File: src/rtl/shf_pkg.sv
package shf_pkg;
  typedef enum logic [1:0] {
    SK_LSL  = 2'd0,
    SK_LSR  = 2'd1,
    SK_ASR  = 2'd2,
    SK_ASR2 = 2'd3
  } shift_kind_e;

  typedef struct packed {
    logic neg;
    logic zero;
    logic ovf;
    logic ext;
  } shf_flags_t;
endpackage

File: src/rtl/shf_core.sv
module shf_core
  import shf_pkg::*;
#(
  parameter int DATA_W = 32,
  parameter int CNT_W  = 6
) (
  input  logic [DATA_W-1:0] val,
  input  logic [CNT_W-1:0]  cnt,
  input  shift_kind_e       kind,
  input  logic              cin,
  output logic [DATA_W-1:0] res,
  output logic              cout
);
  // One guard bit on the shifted-out side catches the carry for every count.
  logic [DATA_W:0] lsl_t, lsr_t, asr_t;

  always_comb begin
    lsl_t = {1'b0, val} << cnt;
    lsr_t = {val, 1'b0} >> cnt;
    asr_t = $unsigned($signed({val, 1'b0}) >>> cnt);
  end

  always_comb begin
    if (cnt == '0) begin
      res  = val;
      cout = cin;
    end else begin
      case (kind)
        SK_LSL: begin
          res  = lsl_t[DATA_W-1:0];
          cout = lsl_t[DATA_W];
        end
        SK_LSR: begin
          res  = lsr_t[DATA_W:1];
          cout = lsr_t[0];
        end
        default: begin
          res  = asr_t[DATA_W:1];
          cout = asr_t[0];
        end
      endcase
    end
  end
endmodule

File: src/rtl/shf_flags.sv
module shf_flags
  import shf_pkg::*;
#(
  parameter int DATA_W = 32
) (
  input  logic [DATA_W-1:0] res,
  input  logic              cout,
  output shf_flags_t        flags
);
  always_comb begin
    flags.neg  = res[DATA_W-1];
    flags.zero = (res == '0);
    flags.ovf  = 1'b0;
    flags.ext  = cout;
  end
endmodule

File: src/rtl/shf_outreg.sv
module shf_outreg #(
  parameter int PAY_W   = 33,
  parameter bit REG_OUT = 1'b1
) (
  input  logic             clk,
  input  logic             rst_n,
  input  logic             in_valid,
  output logic             in_ready,
  input  logic [PAY_W-1:0] in_pay,
  output logic             out_valid,
  input  logic             out_ready,
  output logic [PAY_W-1:0] out_pay
);
  generate
    if (REG_OUT) begin : g_reg
      logic             full_q;
      logic [PAY_W-1:0] pay_q;

      assign in_ready  = !full_q || out_ready;
      assign out_valid = full_q;
      assign out_pay   = pay_q;

      always_ff @(posedge clk or negedge rst_n) begin
        if (!rst_n) begin
          full_q <= 1'b0;
          pay_q  <= '0;
        end else if (in_ready) begin
          full_q <= in_valid;
          if (in_valid) pay_q <= in_pay;
        end
      end
    end else begin : g_pass
      logic unused_clk_rst;
      assign unused_clk_rst = clk ^ rst_n;
      assign in_ready  = out_ready;
      assign out_valid = in_valid;
      assign out_pay   = in_pay;
    end
  endgenerate
endmodule

File: src/rtl/shf_unit.sv
module shf_unit
  import shf_pkg::*;
#(
  parameter int DATA_W   = 32,
  parameter int CNT_IN_W = 8,
  parameter bit REG_OUT  = 1'b1
) (
  input  logic                clk,
  input  logic                rst_n,
  input  logic                in_valid,
  output logic                in_ready,
  input  logic [DATA_W-1:0]   in_value,
  input  logic [CNT_IN_W-1:0] in_count,
  input  logic [1:0]          in_kind,
  input  logic                in_carry,
  output logic                out_valid,
  input  logic                out_ready,
  output logic [DATA_W-1:0]   out_result,
  output logic                out_carry,
  output logic                out_extend,
  output logic                out_neg,
  output logic                out_zero,
  output logic                out_ovf
);
  localparam int CNT_W = $clog2(DATA_W) + 1;
  localparam int PAY_W = DATA_W + 1;

  logic [CNT_W-1:0]  cnt_eff;
  logic [DATA_W-1:0] core_res;
  logic              core_cout;
  logic [PAY_W-1:0]  pay_out;
  shf_flags_t        flg;

  // Count is taken modulo 2*DATA_W.
  assign cnt_eff = in_count[CNT_W-1:0];

  generate
    if (CNT_IN_W > CNT_W) begin : g_cnt_hi
      logic unused_cnt_hi;
      assign unused_cnt_hi = ^in_count[CNT_IN_W-1:CNT_W];
    end
  endgenerate

  shf_core #(.DATA_W(DATA_W), .CNT_W(CNT_W)) u_core (
    .val  (in_value),
    .cnt  (cnt_eff),
    .kind (shift_kind_e'(in_kind)),
    .cin  (in_carry),
    .res  (core_res),
    .cout (core_cout)
  );

  shf_outreg #(.PAY_W(PAY_W), .REG_OUT(REG_OUT)) u_oreg (
    .clk       (clk),
    .rst_n     (rst_n),
    .in_valid  (in_valid),
    .in_ready  (in_ready),
    .in_pay    ({core_res, core_cout}),
    .out_valid (out_valid),
    .out_ready (out_ready),
    .out_pay   (pay_out)
  );

  assign out_result = pay_out[PAY_W-1:1];
  assign out_carry  = pay_out[0];

  shf_flags #(.DATA_W(DATA_W)) u_flags (
    .res   (out_result),
    .cout  (out_carry),
    .flags (flg)
  );

  assign out_neg    = flg.neg;
  assign out_zero   = flg.zero;
  assign out_ovf    = flg.ovf;
  assign out_extend = flg.ext;
endmodule

File: config.mk
export PLATFORM = sky130hd
export DESIGN_NAME = shf_unit
export DESIGN_NICKNAME = d
export VERILOG_FILES = /design/src/rtl/shf_pkg.sv /design/src/rtl/shf_core.sv /design/src/rtl/shf_flags.sv /design/src/rtl/shf_outreg.sv /design/src/rtl/shf_unit.sv
export SDC_FILE = /design/constraint.sdc
export NUM_CORES = 1
export LEC_CHECK = 0
export ABC_CLOCK_PERIOD_IN_PS = 2500
export BUFFER_PORTS_ARGS = -buffer_cell sky130_fd_sc_hd__buf_2
export CORE_ASPECT_RATIO = 0.6
export CORE_MARGIN = 1
export CORE_UTILIZATION = 62
export CTS_BUF_LIST = sky130_fd_sc_hd__clkbuf_8
export DETAILED_ROUTE_END_ITERATION = 12
export MAX_ROUTING_LAYER = met4
export PLACE_DENSITY = 0.93
export SYNTH_ARGS = -nofsm -noshare
export SYNTH_HDL_FRONTEND = slang
export SYNTH_SLANG_ARGS = --single-unit
File: constraint.sdc
create_clock -name clk -period 2.5 [get_ports clk]
set_clock_uncertainty 0.2 [all_clocks]
set_input_delay 0.625 -clock clk [delete_from_list [all_inputs] [get_ports clk]]
set_output_delay 0.625 -clock clk [all_outputs]
set_load 0.1 [all_outputs]
==> results of run 1 <==
==> what timing repair did <==
item                       CTS
cloned                       2
pin swaps                   14
hold endpoints to repair     0
gates resized for setup     49
setup buffers                6
setup endpoints to repair   31
==> kinds of logic after synthesis <==
kind of cell	count (synthesis)	synth area share [%]
compound gates	240	23.1
buf+inv	116	8.60
flops	34	12.5
mux	151	33.6
other cells	1	0.0549
simple gates	313	22.1
==> Yosys cell counts (7+ instances only) <==
cell type	count	area, µm²
a211oi_1	15	113
a21oi_1	48	240
a22oi_1	7	52.6
a31oi_1	18	113
a32oi_1	7	61.3
and2_1	9	56.3
buf_2	24	120
buf_4	8	60.1
buf_6	10	113
clkbuf_1	59	221
dfrtp_1	34	851
mux2_2	15	169
mux2i_1	66	661
mux4_2	57	1280
nand2_1	82	308
nand2b_1	20	125
nand3_1	19	95.1
nand4_1	7	43.8
nor2_1	77	289
nor2b_1	8	50.1
nor3_1	36	180
nor4_1	12	75.1
o211ai_1	12	90.1
o21ai_0	48	240
o21ai_1	16	80.1
o22ai_1	12	75.1
or3_1	27	169
==> per-layer routing <==
layer	GRT usage, %	GRT overflow
met2	94.3	71
met3	76.9	9
met5	-	-
met4	80.5	42
met1	87.5	13
==> per-stage QoR <==
stage                     instances  worst slack, ns  instance area [µm²]
after floorplan                 855          -0.0429                 6930
after global placement         1256           -0.764                 9250
after detailed placement       1256           -0.888                 9250
after CTS                      1272          -0.0732                 9750
==> run metrics, run 1 <==
flops & latches, synth=34; Post-synth ARST share=between 90% and 100%; sequential share of the synthesized area=between 10% and 20%; ys flop type=dfrtp_1; Yosys warnings=0; Detailed Place HPWL=around 28000 µm; post-synthesis cell type count=72; level count of the clock H-tree=2; aggregate global routing overflow=about 140; Mapped Cells=855; # rows=29; pin count of the biggest net entering global routing=36; hold_buf cts=0; vias in the first global route=11700; failing step=5_1_grt; GRT Resource Usage Total=approximately 86%; Horiz. Die Dim=approximately 140 µm; clock sinks=34; Root Buffer=clkbuf_8; Post-Syn Nets=~900; stop err=[ERROR GRT-0116] Global routing finished with congestion. Check the congestion regions in the DRC Viewer.; CTS Buf Count=5; number of I/O pins=86; port bufs=82; number of enable flip-flop cells after synthesis=0; chip height=around 83 µm; CTS max path bufs=2; post-synthesis average cell area=approximately 8.0 µm²; initial core utilization=between 60% and 70%; first-pass GRT wire length=approximately 70000 µm; placer's final routability congestion estimate=approximately 1.5; status=stopped before the end; area of the mapped netlist=6830 µm²
==> inputs of run 2 (changes only) <==
CORE_ASPECT_RATIO = unset   (was 0.6)
CORE_UTILIZATION = 40   (was 62)
CTS_BUF_LIST = unset   (was sky130_fd_sc_hd__clkbuf_8)
MAX_ROUTING_LAYER = unset   (was met4)
PLACE_DENSITY = unset   (was 0.93)
PLACE_DENSITY_LB_ADDON = 0.15   (was unset)
==> run 2 against run 1 <==
Net effect: the flow now finishes, with violations (negative setup slack); synthesized cell count stayed put; synthesized area stayed put.
==> run metrics, run 2 <==
status=complete, but fails checks; failing checks=negative setup slack; first-pass GRT wire length=just under 60000 µm; worst path bufs/invs=2; count of final setup violators=2; clock sinks=34 (unchanged); Crit Path Max Fanout=7; Seq. cell area=895 µm²; Hold Crit Class=primary input to async pin; most common cell in the synthesized netlist=nand2_1; share of the synthesized area in the top cell type=18.8% (unchanged); Yosys top cell by area=mux4_2; drc violations=0; CP required=2.47 ns; level count of the clock H-tree=2 (unchanged); worst-skew pair later-pin latency=between 0.2 and 0.3 ns; Post-synth ARST share=100% (unchanged); area of the mapped netlist=6830 µm² (unchanged); Core Box Area=~17000 µm²; Slew Viols, Final=0; max reg flops=33; highest clock rate=roughly 0.40 GHz; nets=approximately 1200; initial DRC count=around 1200; Crit-path slowest cell=mux4_2; synth top area cells=mux4_2 (19%), dfrtp_1 (12%), mux2i_1 (9.7%); placer's final routability congestion estimate=1.08 (-27%); # fillers=approximately 1400; sequential share of the synthesized area=12.5% (unchanged); ys flop type=dfrtp_1; fin util=between 60% and 70%; Leak=~4.5 nW; CP delay by family, top=multiplexers; Pwr Density=approximately 440 nW/µm²; Initial DRT Pass Iterations=5; Horiz. Die Dim=133 µm (-3.5%); most common cell after layout, fill and taps aside=buf_4; number of enable flip-flop cells after synthesis=0 (unchanged); DP Area=9800 µm² (+5.9%); Reg clk slew, reported paths=~0.06 ns; Post-Syn Nets=902 (unchanged); Via density=between 6 and 7; CTS max path bufs=2 (unchanged); die area=17600 µm²; TNS Setup=-0.0271 ns; chip height=133 µm (+59%); minimum clock period=~2.5 ns; port bufs=82 (unchanged); flops & latches, synth=34 (unchanged); critical path endpoint category=flip-flop; Overall Power=4.59 mW; Yosys warnings=0 (unchanged); crit path cell chain=buf_16 -> buf_6 -> mux2_4 -> mux4_2 -> mux2i_4 -> o22ai_4 -> a21o_1 -> a31o_1; post-synthesis cell type count=72 (unchanged); placed insts=1398 (+11%); post-DR wirelength/cell=28.8 µm; Detailed Place HPWL=32600 µm (+15%); Critical Path AT=2.49 ns; Root Buffer=clkbuf_16; Design Area, Final=10500 µm²; Worst setup SP type=primary input; top post-synthesis cells by count=nand2_1 (82), nor2_1 (77), mux2i_1 (66), clkbuf_1 (59), mux4_2 (57); initial core utilization=41.0% (-23 points); largest stage delay on the critical path=~0.53 ns; Total Routed Length=between 40000 and 50000 µm; Tcrit/Tclk final=101%; number of I/O pins=86 (unchanged); # rows=47 (+62%); Slew @ Worst Pin=between 0.8 and 0.9 ns; VDD IR max=about 0.00042 V; Multi-input gate area=roughly 5700 µm²; CTS Buf Count=5 (unchanged); RSZ-0062 raised after global routing=yes; Vias=between 9000 and 10000; vias in the first global route=just under 9000; post-synthesis average cell area=7.98 µm² (unchanged); pin count of the biggest net entering global routing=36; antenna violations before repair=3; Worst slew margin=between 40% and 50%; CTS tree=built; share of cells above drive strength 1=between 50 and 60%; final cell count without fillers=approximately 1400; Mapped Cells=855 (unchanged); P&R area growth vs syn=54.3%; Max Cap Viol=0; Crit Path Class=primary input to flip-flop; remaining antenna violation count=0; GRT Resource Usage Total=45.5%; commonest non-fill, non-tap cells in the layout=buf_4 (330), nand2_1 (82), buf_2 (78), nor2_1 (74), mux4_2 (57); Final Hold Vio Count=0; post-route setup slack=-0.0250 ns; aggregate global routing overflow=0
[run 2: final cells by class]
cell class	instances	area share, %
Multi-Input combinational cell	705	54.0
Timing Repair Buffer	439	32.6
Sequential cell	34	8.49
Tap cell	220	2.61
Clock buffer	5	1.19
Clock inverter	3	0.653
Inverter	9	0.344
Antenna cell	2	0.0475
[run 2: cells by family (layout without fill, tap and decap cells)]
group | after synthesis | count (layout) | synth area share (%)
AOI/OAI and AO/OA | 240 | 240 | 23.1
buffers and inverters | 116 | 456 | 8.60
DFF | 34 | 34 | 12.5
muxes | 151 | 151 | 33.6
other | 1 | 3 | 0.0549
and+or+nand+nor | 313 | 313 | 22.1
[run 2: power by group]
group / internal, mW / switching, mW
sequential: 0.658 / 0.107
combinational: 1.07 / 1.92
clock: 0.573 / 0.262
[run 2: worst reg2reg max path: stages (launching register included)]
cell       delay [ns]
dfrtp_4          0.48
nand2b_4         0.08
and2_1           0.25
buf_4            0.15
buf_4            0.33
o21ai_0          0.24
a2111oi_4        0.36
a21o_1           0.17
[run 2: final timing paths]
| kind | start | endpoint | slack [ns] | depth (start not counted) |
|---|---|---|---|---|
| min in group clk | u_oreg.out_pay[12] | u_oreg.out_pay[12] | 0.32 | 1 |
| min | rst_n | u_oreg.out_pay[24] | 0.24 | 1 |
| max in group asynchronous | rst_n | u_oreg.out_valid | 1.22 | 1 |
| max | in_count[1] | u_oreg.out_pay[16] | -0.02 | 8 |
| min reg2reg | u_oreg.out_pay[12] | u_oreg.out_pay[12] | 0.32 | 1 |
| max reg2reg | u_oreg.out_valid | u_oreg.out_pay[11] | 0.17 | 7 |
[run 2: timing repair]
action,4_1_cts,5_1_grt
endpoints found under the setup margin,33,29
cloned,2,3
hold buffers,0,0
pin swaps,10,16
gates resized for setup,49,36
hold endpoints to repair,0,0
setup buffers,2,3
[run 2: through the flow]
step	hold WS, ns	setup WS (ns)
final	0.245	-0.0250
after global routing	0.294	-0.0386
after CTS	0.265	-0.00163
after detailed placement	0.305	-0.803
after global placement	0.294	-0.825
after floorplan	0.129	-0.0429
[run 2: routing by layer]
layer  vias to the layer above  part of all wire [%]  GRT usage [%]  wire, µm
met5                         -                     0              0         0
met4                         0                   6.8           21.9      2790
met3                       176                    12           9.73      5020
met2                       781                    43           70.9     17500
met1                      4577                    38           60.0     15400
li1                       3970                     -              -         -
(Power assumes the default switching activity.)
==> inputs of run 3 (changes only) <==
CTS_CLUSTER_DIAMETER = 120   (was unset)
GPL_TIMING_DRIVEN = 1   (was unset)
RECOVER_POWER = 100   (was unset)
==> run 3 against run 2 <==
Net effect: the flow still finishes with violations (negative setup slack); routed wire length is essentially flat; cell count fell by 0.14%; via count decreased by 0.44%; hold slack better by 0.041 ns; core utilization decreased by 0.14 points; highest routed layer is now met5.
==> run metrics, run 3 (same netlist as run 2, synthesis figures left out) <==
placer's final routability congestion estimate=1.08 (unchanged); DP Area=9800 µm² (unchanged); critical path endpoint category=flip-flop; share of cells above drive strength 1=51.7% (-0.25 points); Multi-input gate area=5680 µm² (-0.13%); worst path bufs/invs=2 (unchanged); reg2reg setup slack=0.11 ns (-0.06 ns); CP delay by family, top=multiplexers; Vias=9462 (-0.44%); port bufs=82 (unchanged); Horiz. Die Dim=133 µm (unchanged); post-DR wirelength/cell=28.8 µm (+0.12%); worst-skew pair later-pin latency=0.28 ns (about the same); Design Area, Final=10500 µm² (-0.21%); minimum clock period=2.51 ns (-0.0117 ns); # diodes=0 (-2); initial DRC count=1077 (-8.8%); Total Routed Length=40800 µm (about the same); Overall Power=4.59 mW (about the same); pin count of the biggest net entering global routing=36 (unchanged); fin util=63.2% (-0.14 points); Reg clk slew, reported paths=0.06 ns (about the same); P&R area growth vs syn=54.0%; clock sinks=34 (unchanged); Root Buffer=clkbuf_16; # rows=47 (unchanged); CP required=2.47 ns (about the same); drc violations=0 (unchanged); Core Box Area=16600 µm² (unchanged); Initial DRT Pass Iterations=5 (unchanged); post-route setup slack=-0.0133 ns (+0.0117 ns); Crit Path Max Fanout=7 (unchanged); RSZ-0062 raised after global routing=yes; Tcrit/Tclk final=101% (-0.47 points); Internal=2.30 mW (-0.35%); Detailed Place HPWL=32600 µm (unchanged); first-pass GRT wire length=58800 µm (unchanged); GRT Resource Usage Total=45.5% (unchanged); commonest non-fill, non-tap cells in the layout=buf_4 (327), nand2_1 (82), nor2_1 (74), mux4_2 (57), mux2i_1 (55); hold slack=0.285 ns (+0.0406 ns); sequential fraction of design power=16.7% (about the same); most common cell after layout, fill and taps aside=buf_4; Final Hold Vio Count=0 (unchanged); vias in the first global route=8910 (unchanged); Leak=4.51 nW (-0.21%); VDD IR max=0.000417 V (-0.21%); count of final setup violators=1 (-1); Via density=6.69 (-0.30%); combinational share of power=65.0% (-0.2 points); TNS Setup=-0.0133 ns (+0.0139 ns); die area=17600 µm² (unchanged); Net Sw Frac=50.0% (+0.15 points); Slew Viols, Final=0 (unchanged); max reg flops=33 (unchanged); Worst setup SP type=primary input; clock share of power=18.2% (about the same); CTS max path bufs=2 (unchanged); highest clock rate=0.398 GHz (+0.47%); remaining antenna violation count=0 (unchanged); nets=1241 (unchanged); level count of the clock H-tree=2 (unchanged); Max Cap Viol=0 (unchanged); aggregate global routing overflow=0 (unchanged); P_sw=2.29 mW (+0.27%); Hold Crit Class=primary input to async pin; Worst slew margin=35.4% (-7.8 points); largest stage delay on the critical path=0.53 ns (about the same); chip height=133 µm (unchanged); Crit Path Class=primary input to flip-flop; antenna violations before repair=3 (unchanged); number of I/O pins=86 (unchanged); status=complete, but fails checks; Seq. cell area=895 µm² (unchanged); crit path cell chain=buf_16 -> buf_6 -> mux2_4 -> mux4_2 -> mux2i_4 -> o22ai_4 -> a21o_1 -> a31o_1; Critical Path AT=2.48 ns (about the same); Pwr Density=437 nW/µm² (+0.17%); # fillers=1420 (+0.21%); CTS Buf Count=5 (unchanged); Slew @ Worst Pin=0.969 ns (+0.117 ns); initial core utilization=41.0% (unchanged); failing checks=negative setup slack; CTS tree=built; Crit-path slowest cell=mux4_2
[run 3: cell types whose count changed in the layout (fill, tap and decap cells not counted), sizes merged]
cell,before,now
clkbuf,8,49
diode,2,0
buf,436,395
[run 3: cell type report]
cell class	count	share of cell area (%)
well taps	220	2.62
multi-input cells	705	54.1
clock buffers	5	1.19
clock inverters	3	0.655
repair buffers	439	32.6
inverters	9	0.345
flip-flops and latches	34	8.51
[run 3: path summary, 6_finish.rpt]
check,startpoint,endpoint,cells past startpoint
min reg2reg,u_oreg.out_pay[12],u_oreg.out_pay[12],1
max in group asynchronous,rst_n,u_oreg.out_valid,1
min in group clk,u_oreg.out_pay[12],u_oreg.out_pay[12],1
max,in_count[1],u_oreg.out_pay[16],8
max reg2reg,u_oreg.out_valid,u_oreg.out_pay[11],7
min,rst_n,u_oreg.out_pay[24],1
[run 3: layer usage]
| layer | vias up | wire length (µm) | global-route usage [%] |
|---|---|---|---|
| met2 | 774 | 17500 | 70.9 |
| met1 | 4539 | 15500 | 60.0 |
| met5 | - | 13 | 0 |
| met3 | 183 | 4880 | 9.73 |
| li1 | 3964 | - | - |
| met4 | 2 | 2770 | 21.9 |
[run 3: timing repair]
action	in CTS	in global routing
buffers inserted	2	3
pin swaps	10	16
endpoints found under the hold margin	0	0
endpoints found under the setup margin	33	29
resized for setup	49	36
hold buffers	0	0
cloned	2	3
[run 3: power groups by stage]
| stage | registers [mW] | logic [mW] | clock network, mW |
|---|---|---|---|
| 3_5_place_dp | 0.753 | 2.78 | 0 |
| 2_1_floorplan | 1.40 | 1.04 | 0 |
| 6_report | 0.768 | 2.99 | 0.837 |
| 3_3_place_gp | 0.743 | 2.75 | 0 |
| 4_1_cts | 0.747 | 2.84 | 0.840 |
| 5_1_grt | 0.776 | 3.06 | 0.860 |
[run 3: worst register-to-register path, stage by stage, from the launching register on]
cell and delay, ns:
dfrtp_4 0.47, nand2b_1 0.13, and2_1 0.27, buf_4 0.16, buf_4 0.33, o21ai_0 0.24
a2111oi_4 0.36, a21o_1 0.17
[run 3: per-stage QoR]
| step | worst slack [ns] | cells |
|---|---|---|
| 2_1_floorplan | -0.0429 | 855 |
| 3_3_place_gp | -0.825 | 1398 |
| 3_5_place_dp | -0.803 | 1398 |
| 4_1_cts | -0.00163 | 1410 |
| 5_1_grt | -0.0386 | 1415 |
| 6_report | -0.0133 | 1415 |
==> inputs of run 4 (changes only) <==
TNS_END_PERCENT = 5   (was unset)
==> run 4 against run 3 <==
Net effect: the run still ends with negative setup slack left; sequential power decreased by 2%; non-clock buffer count is 7 lower; sequential share of layout area decreased by 0.12 points; routed wire length is 5.3% lower; first-iteration DRC count is 0.93% lower; core utilization is 0.58 points higher; setup slack got worse by 0.073 ns; sequential cell count unchanged; clock power decreased by 1%; cell count down 0.42%; global-route usage decreased by 2.5 points; critical path depth is 3 higher; critical path type unchanged; largest cell class unchanged; largest power group unchanged.
==> run metrics, run 4 (same netlist as run 2, synthesis figures left out) <==
GRT Resource Usage Total=43.0% (-2.5 points); CTS Buf Count=5 (unchanged); CTS tree=built; Crit Path Max Fanout=11 (+4); status=complete, but fails checks; crit path cell chain=buf_12 -> buf_12 -> buf_6 -> buf_4 -> nor2_4 -> nand2_1 -> buf_2 -> and3_1 -> o221ai_2 -> a2111oi_4 -> a21oi_1; combinational share of power=65.4% (+0.4 points); CTS max path bufs=2 (unchanged); drc violations=0 (unchanged); Crit-path slowest cell=a2111oi_4; pin count of the biggest net entering global routing=35 (-2.8%); placed insts=1394 (-0.29%); Slew Viols, Final=0 (unchanged); VDD IR max=0.000513 V (+23%); Total Routed Length=38600 µm (-5.3%); chip height=133 µm (unchanged); worst-skew pair later-pin latency=0.28 ns (about the same); Leak=4.53 nW (+0.58%); Net Sw Frac=49.6% (-0.33 points); clock share of power=18.1% (about the same); max reg flops=33 (unchanged); commonest non-fill, non-tap cells in the layout=buf_4 (319), nand2_1 (80), nor2_1 (73), mux4_2 (57), mux2i_1 (56); hold slack=0.320 ns (+0.0345 ns); Tcrit/Tclk final=103% (+2.9 points); Via density=6.64 (-0.65%); reg-to-reg endpoint=u_oreg.out_pay[15]; nets=1234 (-0.56%); Root Buffer=clkbuf_16; antenna violations before repair=2 (-1); aggregate global routing overflow=0 (unchanged); most common cell after layout, fill and taps aside=buf_4; Final Hold Vio Count=0 (unchanged); Worst slew margin=40.3% (+4.9 points); Pwr Density=430 nW/µm² (-1.6%); Detailed Place HPWL=31500 µm (-3.5%); CP most frequent cell=buf_12; reg2reg start=u_oreg.out_valid; final cell count without fillers=1409 (-0.42%); P&R area growth vs syn=55.4%; reg2reg setup slack=0.30 ns (+0.19 ns); post-route setup slack=-0.0862 ns (-0.0729 ns); share of cells above drive strength 1=52.8% (+1.1 points); placer's final routability congestion estimate=1.12 (+3.8%); reg2reg path depth=7 (unchanged); CP required=2.46 ns (about the same); Slew @ Worst Pin=0.895 ns (-0.0737 ns); minimum clock period=2.59 ns (+0.0729 ns); Core Box Area=16600 µm² (unchanged); DP Area=9830 µm² (+0.24%); P_sw=2.26 mW (-1.4%); largest stage delay on the critical path=0.35 ns (-0.18 ns); initial core utilization=41.0% (unchanged); critical path endpoint category=flip-flop; failing checks=negative setup slack; Hold Path Cell Cnt=2; # rows=47 (unchanged); Worst setup SP type=primary input; hold path start=u_oreg.out_pay[10]; level count of the clock H-tree=2 (unchanged); die area=17600 µm² (unchanged); initial DRC count=1067 (-0.93%); remaining antenna violation count=0 (unchanged); Horiz. Die Dim=133 µm (unchanged); highest clock rate=0.387 GHz (-2.8%); Vias=9361 (-1.1%); port bufs=82 (unchanged); Max Cap Viol=0 (unchanged); first-pass GRT wire length=56300 µm (-4.2%); CP delay by family, top=buffers and inverters; vias in the first global route=8842 (-0.76%); worst path bufs/invs=5 (+3); Worst Hold Path EP=u_oreg.out_pay[10]; Internal=2.30 mW (about the same); clock sinks=34 (unchanged); post-DR wirelength/cell=27.4 µm (-4.9%); Reg clk slew, reported paths=0.06 ns (about the same); number of I/O pins=86 (unchanged); count of final setup violators=8 (+7); Critical Path AT=2.55 ns (+0.07 ns); Design Area, Final=10600 µm² (+0.92%); Hold Crit Class=flip-flop to flip-flop; Initial DRT Pass Iterations=5 (unchanged); hold_buf cts=0 (unchanged); RSZ-0062 raised after global routing=yes; Crit Path Class=primary input to flip-flop; sequential fraction of design power=16.5% (-0.2 points)
==> run 4: cell types whose count changed in the layout (fill, tap and decap cells not counted), moves of 5 or more <==
cell and delta:
buf_12 +8, nor3_1 -7, nor3_2 +6, buf_4 -8, buf_6 -5
==> run 4: layout make-up <==
cell class,count,area (µm²)
Antenna cell,1,2.50
Clock buffer,5,125
Clock inverter,3,68.8
Fill cell,1442,6040
Inverter,9,33.8
Multi-Input combinational cell,705,5830
Sequential cell,34,890
Tap cell,220,275
Timing Repair Buffer,432,3380
==> run 4: tightest hold or removal path, stage by stage, from the launching register on <==
cell     delay [ns]
dfrtp_2        0.37
nand2_1        0.05
o21ai_1        0.06
==> run 4: how the worst max path moves through the flow <==
| stage | start | to | slack, ns | cells after the start |
|---|---|---|---|---|
| after floorplan | in_count[1] | u_oreg.out_pay[16] | -0.04 | 8 |
| after global placement | in_count[1] | u_oreg.out_pay[18] | -0.75 | 10 |
| after detailed placement | in_count[0] | u_oreg.out_pay[7] | -0.72 | 9 |
| after CTS | in_count[1] | u_oreg.out_pay[7] | -0.04 | 9 |
| after global routing | in_count[1] | u_oreg.out_pay[15] | -0.12 | 10 |
| final | in_count[1] | u_oreg.out_pay[7] | -0.09 | 11 |
==> run 4: layer usage <==
metal | track usage (%) | routed length, µm | vias to the layer above
li1 | - | - | 3956
met1 | 58.3 | 15100 | 4480
met2 | 67.1 | 17100 | 766
met3 | 7.39 | 4340 | 157
met4 | 18.8 | 2090 | 2
met5 | 0 | 13 | -
==> run 4: power by group through the flow <==
| stage | sequential (mW) | combinational, mW | clock, mW |
|---|---|---|---|
| 2_1_floorplan | 1.39 | 1.03 | 0 |
| 3_3_place_gp | 0.737 | 2.74 | 0 |
| 3_5_place_dp | 0.747 | 2.77 | 0 |
| 4_1_cts | 0.746 | 2.83 | 0.833 |
| 5_1_grt | 0.765 | 3.06 | 0.856 |
| 6_report | 0.754 | 2.98 | 0.825 |
==> run 4: repair_timing <==
| action | CTS | global route |
|---|---|---|
| setup endpoints to repair | 32 | 32 |
| resized for setup | 53 | 62 |
| pin swaps | 4 | 16 |
| setup buffers | 2 | 3 |
| cloned | 0 | 2 |
==> run 4: per-stage QoR <==
| stage | util [%] | worst slack, ns | power (mW) | setup TNS [ns] |
|---|---|---|---|---|
| 2_1_floorplan | - | -0.0429 | 2.43 | -0.256 |
| 3_3_place_gp | 59.1 | -0.754 | 3.48 | -12.89 |
| 3_5_place_dp | 59.1 | -0.723 | 3.51 | -13.69 |
| 4_1_cts | 61.7 | -0.0440 | 4.40 | -0.235 |
| 5_1_grt | 63.7 | -0.122 | 4.68 | -0.746 |
| 6_report | 63.7 | -0.0862 | 4.56 | -0.203 |
